`src/rtl/ctr_gate_pkg.sv`:
```
package ctr_gate_pkg;

    parameter int          CSR_AW_DEF  = 12;
    parameter int          NUM_CTR_DEF = 32;
    parameter logic [11:0] LO_BASE_DEF = 12'hC00;
    parameter logic [11:0] HI_BASE_DEF = 12'hC80;

    typedef enum logic [1:0] {
        PRIV_U    = 2'd0,
        PRIV_S    = 2'd1,
        PRIV_RSVD = 2'd2,
        PRIV_M    = 2'd3
    } priv_e;

    typedef enum logic [1:0] {
        VERDICT_ALLOW   = 2'd0,
        VERDICT_ILLEGAL = 2'd1,
        VERDICT_VFAULT  = 2'd2,
        VERDICT_NOTCTR  = 2'd3
    } verdict_e;

    typedef struct packed {
        logic valid;
        logic allow;
        logic illegal;
        logic vfault;
        logic not_ctr;
    } rsp_t;

    function automatic rsp_t verdict_to_rsp(verdict_e v);
        rsp_t r;
        r         = '0;
        r.valid   = 1'b1;
        r.allow   = (v == VERDICT_ALLOW);
        r.illegal = (v == VERDICT_ILLEGAL);
        r.vfault  = (v == VERDICT_VFAULT);
        r.not_ctr = (v == VERDICT_NOTCTR);
        return r;
    endfunction

    function automatic logic below_machine(priv_e p);
        return p != PRIV_M;
    endfunction

endpackage

```
`src/rtl/ctr_addr_decode.sv`:
```
module ctr_addr_decode #(
    parameter int              ADDR_W  = 12,
    parameter int              NUM_CTR = 32,
    parameter logic [ADDR_W-1:0] LO_BASE = 12'hC00,
    parameter logic [ADDR_W-1:0] HI_BASE = 12'hC80
) (
    input  logic [ADDR_W-1:0]  addr,
    input  logic               rv32,
    output logic [NUM_CTR-1:0] sel,
    output logic               hit
);
    logic [NUM_CTR-1:0] sel_lo;
    logic [NUM_CTR-1:0] sel_hi;

    for (genvar i = 0; i < NUM_CTR; i++) begin : g_slot
        assign sel_lo[i] = (addr == LO_BASE + ADDR_W'(i));
        assign sel_hi[i] = rv32 && (addr == HI_BASE + ADDR_W'(i));
    end

    assign sel = sel_lo | sel_hi;
    assign hit = |sel;
endmodule

```
`src/rtl/ctr_perm_eval.sv`:
```
module ctr_perm_eval
    import ctr_gate_pkg::*;
#(
    parameter int NUM_CTR = 32
) (
    input  logic [NUM_CTR-1:0] sel,
    input  logic               hit,
    input  priv_e              priv,
    input  logic               virt,
    input  logic [NUM_CTR-1:0] m_en,
    input  logic [NUM_CTR-1:0] h_en,
    input  logic [NUM_CTR-1:0] s_en,
    input  logic               ext_on,
    input  logic               has_s,
    output verdict_e           verdict
);
    logic m_ok, h_ok, s_ok;

    assign m_ok = |(sel & m_en);
    assign h_ok = |(sel & h_en);
    assign s_ok = |(sel & s_en);

    always_comb begin
        if (!hit)
            verdict = VERDICT_NOTCTR;
        else if (!ext_on)
            verdict = VERDICT_ILLEGAL;
        else if (!below_machine(priv))
            verdict = VERDICT_ALLOW;
        else if (!m_ok)
            verdict = VERDICT_ILLEGAL;
        else if (virt && !h_ok)
            verdict = VERDICT_VFAULT;
        else if (has_s && (priv == PRIV_U) && !s_ok)
            verdict = virt ? VERDICT_VFAULT : VERDICT_ILLEGAL;
        else
            verdict = VERDICT_ALLOW;
    end
endmodule

```
`src/rtl/ctr_rsp_reg.sv`:
```
module ctr_rsp_reg
    import ctr_gate_pkg::*;
(
    input  logic     clk,
    input  logic     rst,
    input  logic     req,
    input  verdict_e verdict,
    output rsp_t     rsp_q
);
    always_ff @(posedge clk) begin
        if (rst)
            rsp_q <= '0;
        else if (req)
            rsp_q <= verdict_to_rsp(verdict);
        else
            rsp_q <= '0;
    end
endmodule

```
`src/rtl/ctr_access_gate.sv`:
```
module ctr_access_gate
    import ctr_gate_pkg::*;
#(
    parameter int                ADDR_W  = CSR_AW_DEF,
    parameter int                NUM_CTR = NUM_CTR_DEF,
    parameter logic [ADDR_W-1:0] LO_BASE = LO_BASE_DEF,
    parameter logic [ADDR_W-1:0] HI_BASE = HI_BASE_DEF
) (
    input  logic               clk,
    input  logic               rst,
    input  logic               req_valid,
    input  logic [ADDR_W-1:0]  csr_addr,
    input  logic [1:0]         priv_lvl,
    input  logic               virt_on,
    input  logic [NUM_CTR-1:0] m_cnt_en,
    input  logic [NUM_CTR-1:0] h_cnt_en,
    input  logic [NUM_CTR-1:0] s_cnt_en,
    input  logic               cfg_ctr_en,
    input  logic               cfg_has_s,
    input  logic               cfg_rv32,
    output logic               rsp_valid,
    output logic               rsp_allow,
    output logic               rsp_illegal,
    output logic               rsp_vfault,
    output logic               rsp_not_ctr
);
    logic [NUM_CTR-1:0] slot_sel;
    logic               slot_hit;
    verdict_e           verdict;
    rsp_t               rsp_q;

    ctr_addr_decode #(
        .ADDR_W (ADDR_W),
        .NUM_CTR(NUM_CTR),
        .LO_BASE(LO_BASE),
        .HI_BASE(HI_BASE)
    ) decode_i (
        .addr(csr_addr),
        .rv32(cfg_rv32),
        .sel (slot_sel),
        .hit (slot_hit)
    );

    ctr_perm_eval #(
        .NUM_CTR(NUM_CTR)
    ) eval_i (
        .sel    (slot_sel),
        .hit    (slot_hit),
        .priv   (priv_e'(priv_lvl)),
        .virt   (virt_on),
        .m_en   (m_cnt_en),
        .h_en   (h_cnt_en),
        .s_en   (s_cnt_en),
        .ext_on (cfg_ctr_en),
        .has_s  (cfg_has_s),
        .verdict(verdict)
    );

    ctr_rsp_reg rsp_i (
        .clk    (clk),
        .rst    (rst),
        .req    (req_valid),
        .verdict(verdict),
        .rsp_q  (rsp_q)
    );

    assign rsp_valid   = rsp_q.valid;
    assign rsp_allow   = rsp_q.allow;
    assign rsp_illegal = rsp_q.illegal;
    assign rsp_vfault  = rsp_q.vfault;
    assign rsp_not_ctr = rsp_q.not_ctr;
endmodule

```
`config.mk`:
```
export PLATFORM = sky130hd
export DESIGN_NAME = ctr_access_gate
export DESIGN_NICKNAME = d
export VERILOG_FILES = /design/src/rtl/ctr_gate_pkg.sv /design/src/rtl/ctr_addr_decode.sv /design/src/rtl/ctr_perm_eval.sv /design/src/rtl/ctr_rsp_reg.sv /design/src/rtl/ctr_access_gate.sv
export SDC_FILE = /design/constraint.sdc
export NUM_CORES = 1
export LEC_CHECK = 0
export BUFFER_PORTS_ARGS = -buffer_cell sky130_fd_sc_hd__buf_2
export CELL_PAD_IN_SITES_DETAIL_PLACEMENT = 1
export CELL_PAD_IN_SITES_GLOBAL_PLACEMENT = 1
export CORE_UTILIZATION = 25
export DETAILED_ROUTE_END_ITERATION = 6
export PLACE_DENSITY = 0.91
export SLEW_MARGIN = 20
export SYNTH_ARGS = -nofsm -noshare
export SYNTH_HDL_FRONTEND = slang
export SYNTH_SLANG_ARGS = --single-unit
```
`constraint.sdc`:
```
create_clock -name clk -period 4.2 [get_ports clk]
set_input_delay 0 -clock clk [delete_from_list [all_inputs] [get_ports clk]]
set_output_delay 0 -clock clk [all_outputs]
set_load 0.05 [all_outputs]
```
==> results of run 1 <==
-- per-layer routing --
layer | vias to the layer above | share of wire | routed length (um)
met5 | - | 0 | 0
met1 | 944 | 0.42 | 2650
met2 | 102 | 0.51 | 3240
li1 | 964 | - | -
met4 | 0 | 0.0039 | 25
met3 | 4 | 0.069 | 439
-- Yosys cell counts, types with 4 or more instances --
master / n / share of area
sky130_fd_sc_hd__nand2_1: 20 / 0.058
sky130_fd_sc_hd__nand3_1: 14 / 0.054
sky130_fd_sc_hd__nor2_1: 13 / 0.038
sky130_fd_sc_hd__a22oi_1: 10 / 0.058
sky130_fd_sc_hd__mux2i_1: 10 / 0.078
sky130_fd_sc_hd__nor3_1: 10 / 0.039
sky130_fd_sc_hd__a21oi_1: 6 / 0.023
sky130_fd_sc_hd__clkbuf_1: 6 / 0.017
sky130_fd_sc_hd__mux2_2: 6 / 0.052
sky130_fd_sc_hd__and3_1: 5 / 0.024
sky130_fd_sc_hd__dfxtp_1: 5 / 0.078
sky130_fd_sc_hd__o22ai_1: 5 / 0.024
sky130_fd_sc_hd__a22o_1: 4 / 0.027
sky130_fd_sc_hd__buf_2: 4 / 0.016
sky130_fd_sc_hd__o21ai_0: 4 / 0.016
-- kinds of logic after synthesis --
logic type,synth area share
simple gates,0.335
compound gates,0.345
buf+inv,0.0768
mux,0.165
flops,0.0777
-- area by class of cell --
class	instances	area, um^2	area share
Inverter	5	18.8	0.00963
Multi-Input combinational cell	162	1090	0.558
Sequential cell	5	100	0.0513
Timing Repair Buffer	122	613	0.315
Tap cell	67	83.8	0.0430
Clock buffer	4	45.0	0.0231
-- power groups by stage --
stage	sequential, mW	clock [mW]	combinational [mW]
floorplan	0.0536	0	0.0632
global placement	0.0497	0	0.137
detailed placement	0.0497	0	0.139
CTS	0.0490	0.0889	0.140
global route	0.0491	0.0925	0.153
finish	0.0490	0.0883	0.140
-- critical path, cell delays in order --
cell                       delay, ns
sky130_fd_sc_hd__buf_2          0.42
sky130_fd_sc_hd__mux2_1         0.39
sky130_fd_sc_hd__a22oi_1        0.23
sky130_fd_sc_hd__o221ai_1       0.16
sky130_fd_sc_hd__o21ai_0        0.20
sky130_fd_sc_hd__nand3_1        0.11
sky130_fd_sc_hd__a311o_1        0.36
sky130_fd_sc_hd__a221o_1        0.35
sky130_fd_sc_hd__and3b_1        0.19
-- stage by stage --
stage	std cells	hold WS [ns]	power (mW)
6_report	365	0.0620	0.278
5_1_grt	365	0.0703	0.295
4_1_cts	365	0.0628	0.278
3_5_place_dp	361	0.275	0.189
3_3_place_gp	361	0.266	0.187
2_1_floorplan	187	0.158	0.117
-- worst min-delay path by stage --
stage	endpoint	cells past startpoint	start	slack, ns
floorplan	rsp_i.rsp_q[4]	2	req_valid	0.16
global placement	rsp_i.rsp_q[4]	3	req_valid	0.27
detailed placement	rsp_i.rsp_q[4]	3	req_valid	0.27
CTS	rsp_i.rsp_q[4]	3	req_valid	0.06
global route	rsp_i.rsp_q[4]	3	req_valid	0.07
finish	rsp_i.rsp_q[4]	3	req_valid	0.06
==> impl_results.md, run 1 <==
* Sequential area share after synthesis at 0.0777
* Via total after detailed routing at 2014
* First-pass GRT wire length at 9850 um
* Number of max-cap violations at 0
* Longest Clk Path Bufs at 2
* Category of the most critical setup path: input pin to flip-flop
* Busiest layer in global routing: met2
* Nets at 416
* Fill cell instance count of the final layout at 668
* Final critical delay including setup and external delays at 2.30 ns
* Switching pwr at 0.0957 mW
* Critical Path RT at 4.31 ns
* Most common cell after layout, fill and taps aside: sky130_fd_sc_hd__buf_2
* Minimum setup slack after placement at 1.73 ns
* Cell area after synthesis at 0.00129 mm^2
* Number of antenna violations at the first check in global routing at 0
* Post-DR vias/cell at 5.52
* Largest registers ranked by flip-flop count: rsp_i.rsp_q: 5 flops
* Placed Instance Area at 0.00190 mm^2
* Most used flip-flop cell after synthesis: sky130_fd_sc_hd__dfxtp_1
* Clk pin slew, worst setup/hold paths at 0.04 ns
* Initial DRC count at 92
* Remaining Overflow, GRT at 0
* Crit-path max FO at 29
* Fin util at 0.402
* Final hold violations at 0
* Setup repair after global routing missed its margin: false
* Die width at 73.8 um
* Max reg flops at 5
* IR Drop Worst-Case VDD at 75.9 uV
* Core Area at 0.00485 mm^2
* Final setup viols at 0
* Root Driver: sky130_fd_sc_hd__clkbuf_8
* Number of global-route vias before repair at 2095
* Global placer's final weighted congestion at 0.927
* Number of I/O port buffers at 121
* Count of clock tree sinks at 5
* WL per Instance at 17.4 um
* HP Class: input pin to flip-flop
* Met2 demand-to-capacity share in global routing at 0.440
* Crit path from: csr_addr[3]
* Commonest cells after routing, fill and taps aside: sky130_fd_sc_hd__buf_2, sky130_fd_sc_hd__nand2_1, sky130_fd_sc_hd__nand3_1
* Layout cells sized above 1 at 0.453
* Largest register by flop count: rsp_i.rsp_q
* Achievable clock frequency at 0.436 GHz
* Leakage power of the design at 0.906 nW
* Count of flip-flops with a built-in enable after synthesis at 0
* Actual slew at the worst max-slew pin at 0.754 ns
* Async set-or-reset flop fraction in the synthesized netlist at 0
* Final non-filler cell area at 0.00195 mm^2
* Antenna diode count at 0
* Normalized max-slew margin at 0.493
* GR Layer Usage met1 at 0.284
* Proportion of total power due to net switching at 0.345
* Post-Route Setup TNS at 0 ns
* Share of power burned in combinational logic at 0.505
* Starting utilization of the core area at 0.266
* Worst Setup End Kind: flip-flop
* TritonCTS clock tree: built
* Result of the run: completed
* CP Data Arrival Time at 2.40 ns
* Clock buffers created by TritonCTS at 3
* Total global-route track usage at 0.233
* Net count after synthesis at 304
* Number of max-slew violations in the final report at 0
* Portion of total power attributed to the clock network at 0.318
* Placement Rows at 25
* Number of search-and-repair iterations in the first detailed-routing pass at 4
* Capture point of the worst path: rsp_i.rsp_q[3]
* Area enclosed by the die boundary at 0.00544 mm^2
* Part of the total power dissipated in sequential elements at 0.176
* Number of gates resized after CTS at 0
* Synthesis Warnings at 0
* Critical path startpoint category: input pin
* Count of mapped cells out of synthesis at 187
* Setup Buffers After CTS at 0
* Met3 Track Usage GR at 0.0288
* Minimum setup slack in the final design at 1.90 ns
* Die Ht at 73.8 um
* DRT Wirelength at 6360 um
* Pin count of the biggest net entering global routing at 30
* Total I/O pin count at 122
* Synth cell types at 54
* Antenna Violating Nets Remaining at 0
* Portion of the clock cycle consumed by the worst path in the final layout at 0.546
* Area growth syn-to-layout at 51.4%
* Depth of the CTS H-tree at 1
* Cts-stage hold buffer count at 0
* Total of flip-flops plus latches after synthesis at 5
* Total power density per cell area at 142 mW/mm^2
* Sum of net half-perimeters after detailed placement at 5250 um
* Post-Synthesis Mean Instance Area at 6.88 um^2
* Remaining design rule violation count at 0
* Internal power component at 0.182 mW
(Power assumes the default switching activity.)
==> run 2: changes to the inputs <==
Settings changed: ABC_AREA set to 1, CORE_UTILIZATION 25 to 23, PLACE_DENSITY 0.91 to 0.85.
Clock period 4.2 ns to 2.3 ns, I/O delays scaled along.
==> impl_results.md, run 2 <==
* First-pass GRT wire length at 12200 um (+24%)
* DRT Wirelength at 7470 um (+18%)
* Sum of net half-perimeters after detailed placement at 6510 um (+24%)
* Total I/O pin count at 122 (unchanged)
* Part of the total power dissipated in sequential elements at 0.210 (+0.034)
* Switching pwr at 0.133 mW (+40%)
* Actual slew at the worst max-slew pin at 0.507 ns (-0.247 ns)
* Core Area at 0.00639 mm^2 (+32%)
* Area growth syn-to-layout at 47.1%
* Number of antenna violations at the first check in global routing at 0 (unchanged)
* Portion of the clock cycle consumed by the worst path in the final layout at 0.740
* Most common cell after layout, fill and taps aside: sky130_fd_sc_hd__nand2_1
* Count of mapped cells out of synthesis at 332 (+78%)
* Number of I/O port buffers at 121 (unchanged)
* Commonest cells after routing, fill and taps aside: sky130_fd_sc_hd__nand2_1, sky130_fd_sc_hd__buf_2, sky130_fd_sc_hd__nor2_1
* Number of global-route vias before repair at 2757 (+32%)
* Remaining design rule violation count at 0 (unchanged)
* Critical path startpoint category: input pin
* Post-Synthesis Mean Instance Area at 4.63 um^2 (-33%)
* Worst Setup End Kind: flip-flop
* Pin count of the biggest net entering global routing at 27 (-10%)
* Total power density per cell area at 189 mW/mm^2 (+32%)
* Count of flip-flops with a built-in enable after synthesis at 0 (unchanged)
* HP Class: input pin to flip-flop
* Total global-route track usage at 0.215 (-0.0189)
* Result of the run: completed
* Nets at 571 (+37%)
* Antenna Violating Nets Remaining at 0 (unchanged)
* Final critical delay including setup and external delays at 1.70 ns
* Category of the most critical setup path: input pin to flip-flop
* CP dominant cell by count: sky130_fd_sc_hd__nand2_1
* Placed Instance Area at 0.00220 mm^2 (+16%)
* Critical Path RT at 2.45 ns (-1.86 ns)
* Synth cell types at 23 (-57%)
* Clk pin slew, worst setup/hold paths at 0.03 ns (about the same)
* Starting utilization of the core area at 0.241 (-0.0250)
* Count of clock tree sinks at 5 (unchanged)
* Leakage power of the design at 1.32 nW (+45%)
* Proportion of total power due to net switching at 0.313 (-0.0315)
* IR Drop Worst-Case VDD at 469 uV (+520%)
* Depth of the CTS H-tree at 1 (unchanged)
* Minimum setup slack in the final design at 0.597 ns (-1.31 ns)
* Area enclosed by the die boundary at 0.00701 mm^2 (+29%)
* Count leader, synth: sky130_fd_sc_hd__nand2_1
* Post-DR vias/cell at 4.94 (-10%)
* TritonCTS clock tree: built
* Setup repair after global routing missed its margin: false
* Largest delay contributor family on the critical path: simple AND/OR/NAND/NOR gates
* Final non-filler cell area at 0.00226 mm^2 (+16%)
* Area fraction of the dominant cell type after synthesis at 0.300 (+0.223)
* Achievable clock frequency at 0.587 GHz
* Cts-stage hold buffer count at 1 (+1)
* Number of buffers and inverters on the critical path at 3 (+2)
* Antenna diode count at 0 (unchanged)
* Cell area after synthesis at 0.00154 mm^2 (+19%)
* Number of max-cap violations at 0 (unchanged)
* Sequential area share after synthesis at 0.0651 (-0.0126)
* Number of gates resized after CTS at 0 (unchanged)
* Cell type with the highest aggregate area in the netlist: sky130_fd_sc_hd__nand2_1
* WL per Instance at 14.1 um (-19%)
* Largest register by flop count: rsp_i.rsp_q
* Normalized max-slew margin at 0.660 (+0.166)
* Final setup viols at 0 (unchanged)
* Synth cell count leaders: sky130_fd_sc_hd__nand2_1, sky130_fd_sc_hd__nor2_1, sky130_fd_sc_hd__nand3_1
* Number of search-and-repair iterations in the first detailed-routing pass at 4 (unchanged)
* Total of flip-flops plus latches after synthesis at 5 (unchanged)
* Synthesis Warnings at 0 (unchanged)
* Portion of total power attributed to the clock network at 0.363 (+0.045)
* Most used flip-flop cell after synthesis: sky130_fd_sc_hd__dfxtp_1
* Async set-or-reset flop fraction in the synthesized netlist at 0 (unchanged)
* Placement Rows at 29 (+16%)
* Fill cell instance count of the final layout at 966 (+45%)
* Clock buffers created by TritonCTS at 3 (unchanged)
* Die width at 83.7 um (+14%)
* Initial DRC count at 114 (+24%)
* Max reg flops at 5 (unchanged)
* Largest registers ranked by flip-flop count: rsp_i.rsp_q: 5 flops
* Final hold violations at 0 (unchanged)
* Die Ht at 83.7 um (+14%)
* Layout cells sized above 1 at 0.316 (-0.137)
* Longest Clk Path Bufs at 2 (unchanged)
* Via total after detailed routing at 2618 (+30%)
* Remaining Overflow, GRT at 0 (unchanged)
* Global placer's final weighted congestion at 0.884 (-4.7%)
* Largest cells by area after synthesis: sky130_fd_sc_hd__nand2_1, sky130_fd_sc_hd__nand3_1, sky130_fd_sc_hd__nor2_1
* Setup Buffers After CTS at 0 (unchanged)
* CP Data Arrival Time at 1.85 ns (-0.55 ns)
* Post-Route Setup TNS at 0 ns (unchanged)
* Share of power burned in combinational logic at 0.427 (-0.078)
* Number of max-slew violations in the final report at 0 (unchanged)
* Root Driver: sky130_fd_sc_hd__clkbuf_8
* Slowest stage cell on the critical path: sky130_fd_sc_hd__inv_2
* Minimum setup slack after placement at 0.400 ns (-1.33 ns)
* Crit-path max FO at 26 (-10%)
* Worst stage delay on the critical path at 0.43 ns (about the same)
* Internal power component at 0.293 mW (+61%)
* Fin util at 0.354 (-0.0482)
* Final hold slack at 0.0355 ns (-0.0265 ns)
* Cell breakdown of the critical path: buf_2, nor2_2, nand3_2, inv_2, nand2_1, o21ai_1, nor3_1, nand3_1, nor2_1, nand2_1, nand2_1, inv_1, nand2_1, nor2_1
* Net count after synthesis at 449 (+48%)
==> run 2: changes by cell type after synthesis, sizes merged, moves of 4 or more <==
cell / change
a22o: -4
a22oi: -10
and3: -5
clkbuf: -6
inv: +19
mux2: -8
mux2i: -10
nand2: +104
nand3: +50
nor2: +70
o22ai: -5
==> run 2: stage by stage <==
| step | instances | power [mW] |
|---|---|---|
| 2_1_floorplan | 332 | 0.150 |
| 3_3_place_gp | 525 | 0.270 |
| 3_5_place_dp | 525 | 0.271 |
| 4_1_cts | 530 | 0.431 |
| 5_1_grt | 530 | 0.455 |
| 6_report | 530 | 0.426 |
==> run 2: metal layers <==
metal / vias up / GRT usage / wire [um]
li1: 1304 / - / -
met1: 1190 / 0.262 / 3280
met2: 112 / 0.391 / 3630
met3: 12 / 0.0227 / 428
met4: 0 / 0.0663 / 133
met5: - / 0 / 0
==> run 2: final timing paths <==
check	from	slack [ns]	endpoint	cells after the start
min	req_valid	0.04	rsp_i.rsp_q[0]	3
max	csr_addr[5]	0.60	rsp_i.rsp_q[3]	14
==> run 2: kinds of logic (layout without fill, tap and decap cells) <==
group                  count (synthesis)  count (layout)  share of synthesized area
AND/OR/NAND/NOR                      286             286                      0.808
buffers and inverters                 32             153                     0.0928
AO/OA/AOI/OAI                          9               9                     0.0342
flip-flops                             5               5                     0.0651
==> run 2: power groups by stage <==
| stage | clock [mW] | combinational, mW | sequential, mW |
|---|---|---|---|
| final | 0.155 | 0.182 | 0.0897 |
| after global routing | 0.165 | 0.200 | 0.0899 |
| after CTS | 0.158 | 0.182 | 0.0897 |
| after detailed placement | 0 | 0.180 | 0.0910 |
| after global placement | 0 | 0.179 | 0.0908 |
| after floorplan | 0 | 0.0523 | 0.0981 |
==> run 2: cell type report <==
class	count	area [um^2]	share of cell area
Multi-Input combinational cell	295	1290	0.573
Timing Repair Buffer	124	631	0.279
Tap cell	77	96.3	0.0426
Clock buffer	4	45.0	0.0199
Sequential cell	5	100	0.0443
Inverter	25	93.8	0.0415
==> run 3: changes to the inputs <==
Settings changed: ABC_AREA 1 to 0.
Clock period 2.3 ns to 1.6 ns, I/O delays scaled along.
==> impl_results.md, run 3 (synthesis gave the netlist of run 1 again) <==
* Antenna diode count at 0 (unchanged)
* Capture point of the worst path: rsp_i.rsp_q[3]
* Count of clock tree sinks at 5 (unchanged)
* Number of cells in the design after placement at 415 (-21%)
* Die Ht at 76.8 um (-8.3%)
* Nets at 479 (-16%)
* Crit path from: csr_addr[7]
* HP Class: input pin to flip-flop
* First-pass GRT wire length at 12000 um (-2.0%)
* Violated checks: negative setup slack
* Result of the run: finished, violations left
* Global placer's final weighted congestion at 0.867 (-1.9%)
* Critical Path RT at 1.71 ns (-0.74 ns)
* Initial DRC count at 88 (-23%)
* Core Area at 0.00524 mm^2 (-18%)
* Cts-stage hold buffer count at 0 (-1)
* Post-DR vias/cell at 5.31 (+7.5%)
* Layout cells sized above 1 at 0.634 (+0.319)
* Fill cell instance count of the final layout at 682 (-29%)
* IR Drop Worst-Case VDD at 168 uV (-64%)
* Final hold slack at 0.0849 ns (+0.0493 ns)
* Worst Setup End Kind: flip-flop
* Root Driver: sky130_fd_sc_hd__clkbuf_8
* Antenna Violating Nets Remaining at 0 (unchanged)
* Number of max-cap violations at 0 (unchanged)
* Internal power component at 0.594 mW (+100%)
* WL per Instance at 18.3 um (+30%)
* Largest registers ranked by flip-flop count: rsp_i.rsp_q: 5 flops
* Final instance count without filler cells at 431 (-19%)
* Share of power burned in combinational logic at 0.601 (+0.174)
* Leakage power of the design at 1.30 nW (-1.1%)
* Remaining design rule violation count at 0 (unchanged)
* Met2 routed wirelength at 4120 um (+13%)
* Pin count of the biggest net entering global routing at 13 (-52%)
* Critical path startpoint category: input pin
* Via total after detailed routing at 2289 (-13%)
* Category of the most critical setup path: input pin to flip-flop
* Sum of net half-perimeters after detailed placement at 6230 um (-4.3%)
* Crit-path max FO at 5 (-81%)
* Remaining Overflow, GRT at 0 (unchanged)
* Achievable clock frequency at 0.569 GHz
* Normalized max-slew margin at 0.686 (+0.0266)
* Final hold violations at 0 (unchanged)
* Proportion of total power due to net switching at 0.337 (+0.0242)
* Number of I/O port buffers at 121 (unchanged)
* Number of antenna violations at the first check in global routing at 0 (unchanged)
* Total power density per cell area at 333 mW/mm^2 (+76%)
* FF+latch area at 100 um^2 (unchanged)
* Starting utilization of the core area at 0.246 (+0.00522)
* Highest routed layer: met4
* Most common cell after layout, fill and taps aside: sky130_fd_sc_hd__buf_2
* Clock buffers created by TritonCTS at 3 (unchanged)
* Minimum setup slack after placement at -0.585 ns (-0.985 ns)
* DRT Wirelength at 7890 um (+5.7%)
* Final setup viols at 3 (+3)
* Wire length on met3 at 451 um (+5.4%)
* TritonCTS clock tree: built
* Clk pin slew, worst setup/hold paths at 0.03 ns (about the same)
* Total global-route track usage at 0.253 (+0.0379)
* Total I/O pin count at 122 (unchanged)
* Depth of the CTS H-tree at 1 (unchanged)
* Met1 wire length at 3170 um (-3.2%)
* Number of search-and-repair iterations in the first detailed-routing pass at 4 (unchanged)
* Fin util at 0.515 (+0.161)
* Portion of total power attributed to the clock network at 0.255 (-0.108)
* Number of global-route vias before repair at 2453 (-11%)
* Minimum setup slack in the final design at -0.158 ns (-0.755 ns)
* Die width at 76.8 um (-8.3%)
* Final critical delay including setup and external delays at 1.76 ns
* Largest register by flop count: rsp_i.rsp_q
* Actual slew at the worst max-slew pin at 0.467 ns (-0.0401 ns)
* Max reg flops at 5 (unchanged)
* Area growth syn-to-layout at 109%
* Placement Rows at 26 (-10%)
* Setup repair after global routing missed its margin: true
* Area enclosed by the die boundary at 0.00590 mm^2 (-16%)
* Area used by multi-input combinational logic at 0.00127 mm^2 (-2.0%)
* Number of max-slew violations in the final report at 0 (unchanged)
* Switching pwr at 0.302 mW (+130%)
* Longest Clk Path Bufs at 2 (unchanged)
* Portion of the clock cycle consumed by the worst path in the final layout at 1.10
* Part of the total power dissipated in sequential elements at 0.144 (-0.066)
* CP Data Arrival Time at 1.87 ns (+0.02 ns)
* Commonest cells after routing, fill and taps aside: sky130_fd_sc_hd__buf_2, sky130_fd_sc_hd__buf_4, sky130_fd_sc_hd__nand2_1
## run 3: changes by cell type in the layout (fill, tap and decap cells not counted), sizes merged, moves of 4 or more
cell / delta
and3: +5
o22ai: +5
nor2: -70
mux2i: +10
buf: +60
inv: -19
mux2: +8
a22o: +4
a22oi: +10
nand2: -104
nand3: -50
## run 3: per-stage QoR
step                      total power, mW  cell area [um^2]  TNS, ns
after floorplan                     0.317              1340   -0.444
after global placement              0.574              2320    -1.48
after detailed placement            0.584              2320    -1.62
after CTS                           0.843              2500   -0.294
after global routing                0.948              2700   -0.625
final                               0.897              2700   -0.361
## run 3: final cells by class
type	count	area share
Clock buffer	4	0.0167
Inverter	5	0.00789
Multi-Input combinational cell	162	0.470
Sequential cell	5	0.0371
Tap cell	70	0.0325
Timing Repair Buffer	185	0.435
## run 3: power groups by stage
stage,logic (mW),clock network [mW],registers (mW)
after floorplan,0.176,0,0.141
after global placement,0.444,0,0.131
after detailed placement,0.453,0,0.131
after CTS,0.483,0.231,0.129
after global routing,0.576,0.243,0.129
final,0.539,0.229,0.129
## run 3: layer usage
layer / GRT usage / vias up
met3: 0.0202 / 16
met1: 0.297 / 1073
met2: 0.488 / 111
met5: 0 / -
li1: - / 1089
met4: 0.0519 / 0
## run 3: timing repair
item	in CTS	in global routing
setup endpoints to repair	3	3
hold endpoints to repair	0	0
gates cloned	0	1
buffers inserted	1	10
gates resized for setup	28	24
pin swaps	9	5
## run 3: how the worst min path moves through the flow
stage	start	slack (ns)	cells after the start	to
floorplan	req_valid	0.16	2	rsp_i.rsp_q[4]
global placement	req_valid	0.26	3	rsp_i.rsp_q[4]
detailed placement	req_valid	0.27	3	rsp_i.rsp_q[4]
CTS	req_valid	0.1	3	rsp_i.rsp_q[4]
global route	req_valid	0.12	3	rsp_i.rsp_q[4]
finish	req_valid	0.08	3	rsp_i.rsp_q[4]
## run 3: critical path: stages
cell	delay [ns]
sky130_fd_sc_hd__buf_2	0.11
sky130_fd_sc_hd__inv_1	0.06
sky130_fd_sc_hd__o21ai_2	0.23
sky130_fd_sc_hd__buf_4	0.18
sky130_fd_sc_hd__nor2_1	0.04
sky130_fd_sc_hd__a32o_1	0.25
sky130_fd_sc_hd__a211oi_2	0.29
sky130_fd_sc_hd__o211ai_1	0.13
sky130_fd_sc_hd__a221o_1	0.39
sky130_fd_sc_hd__and3b_1	0.17
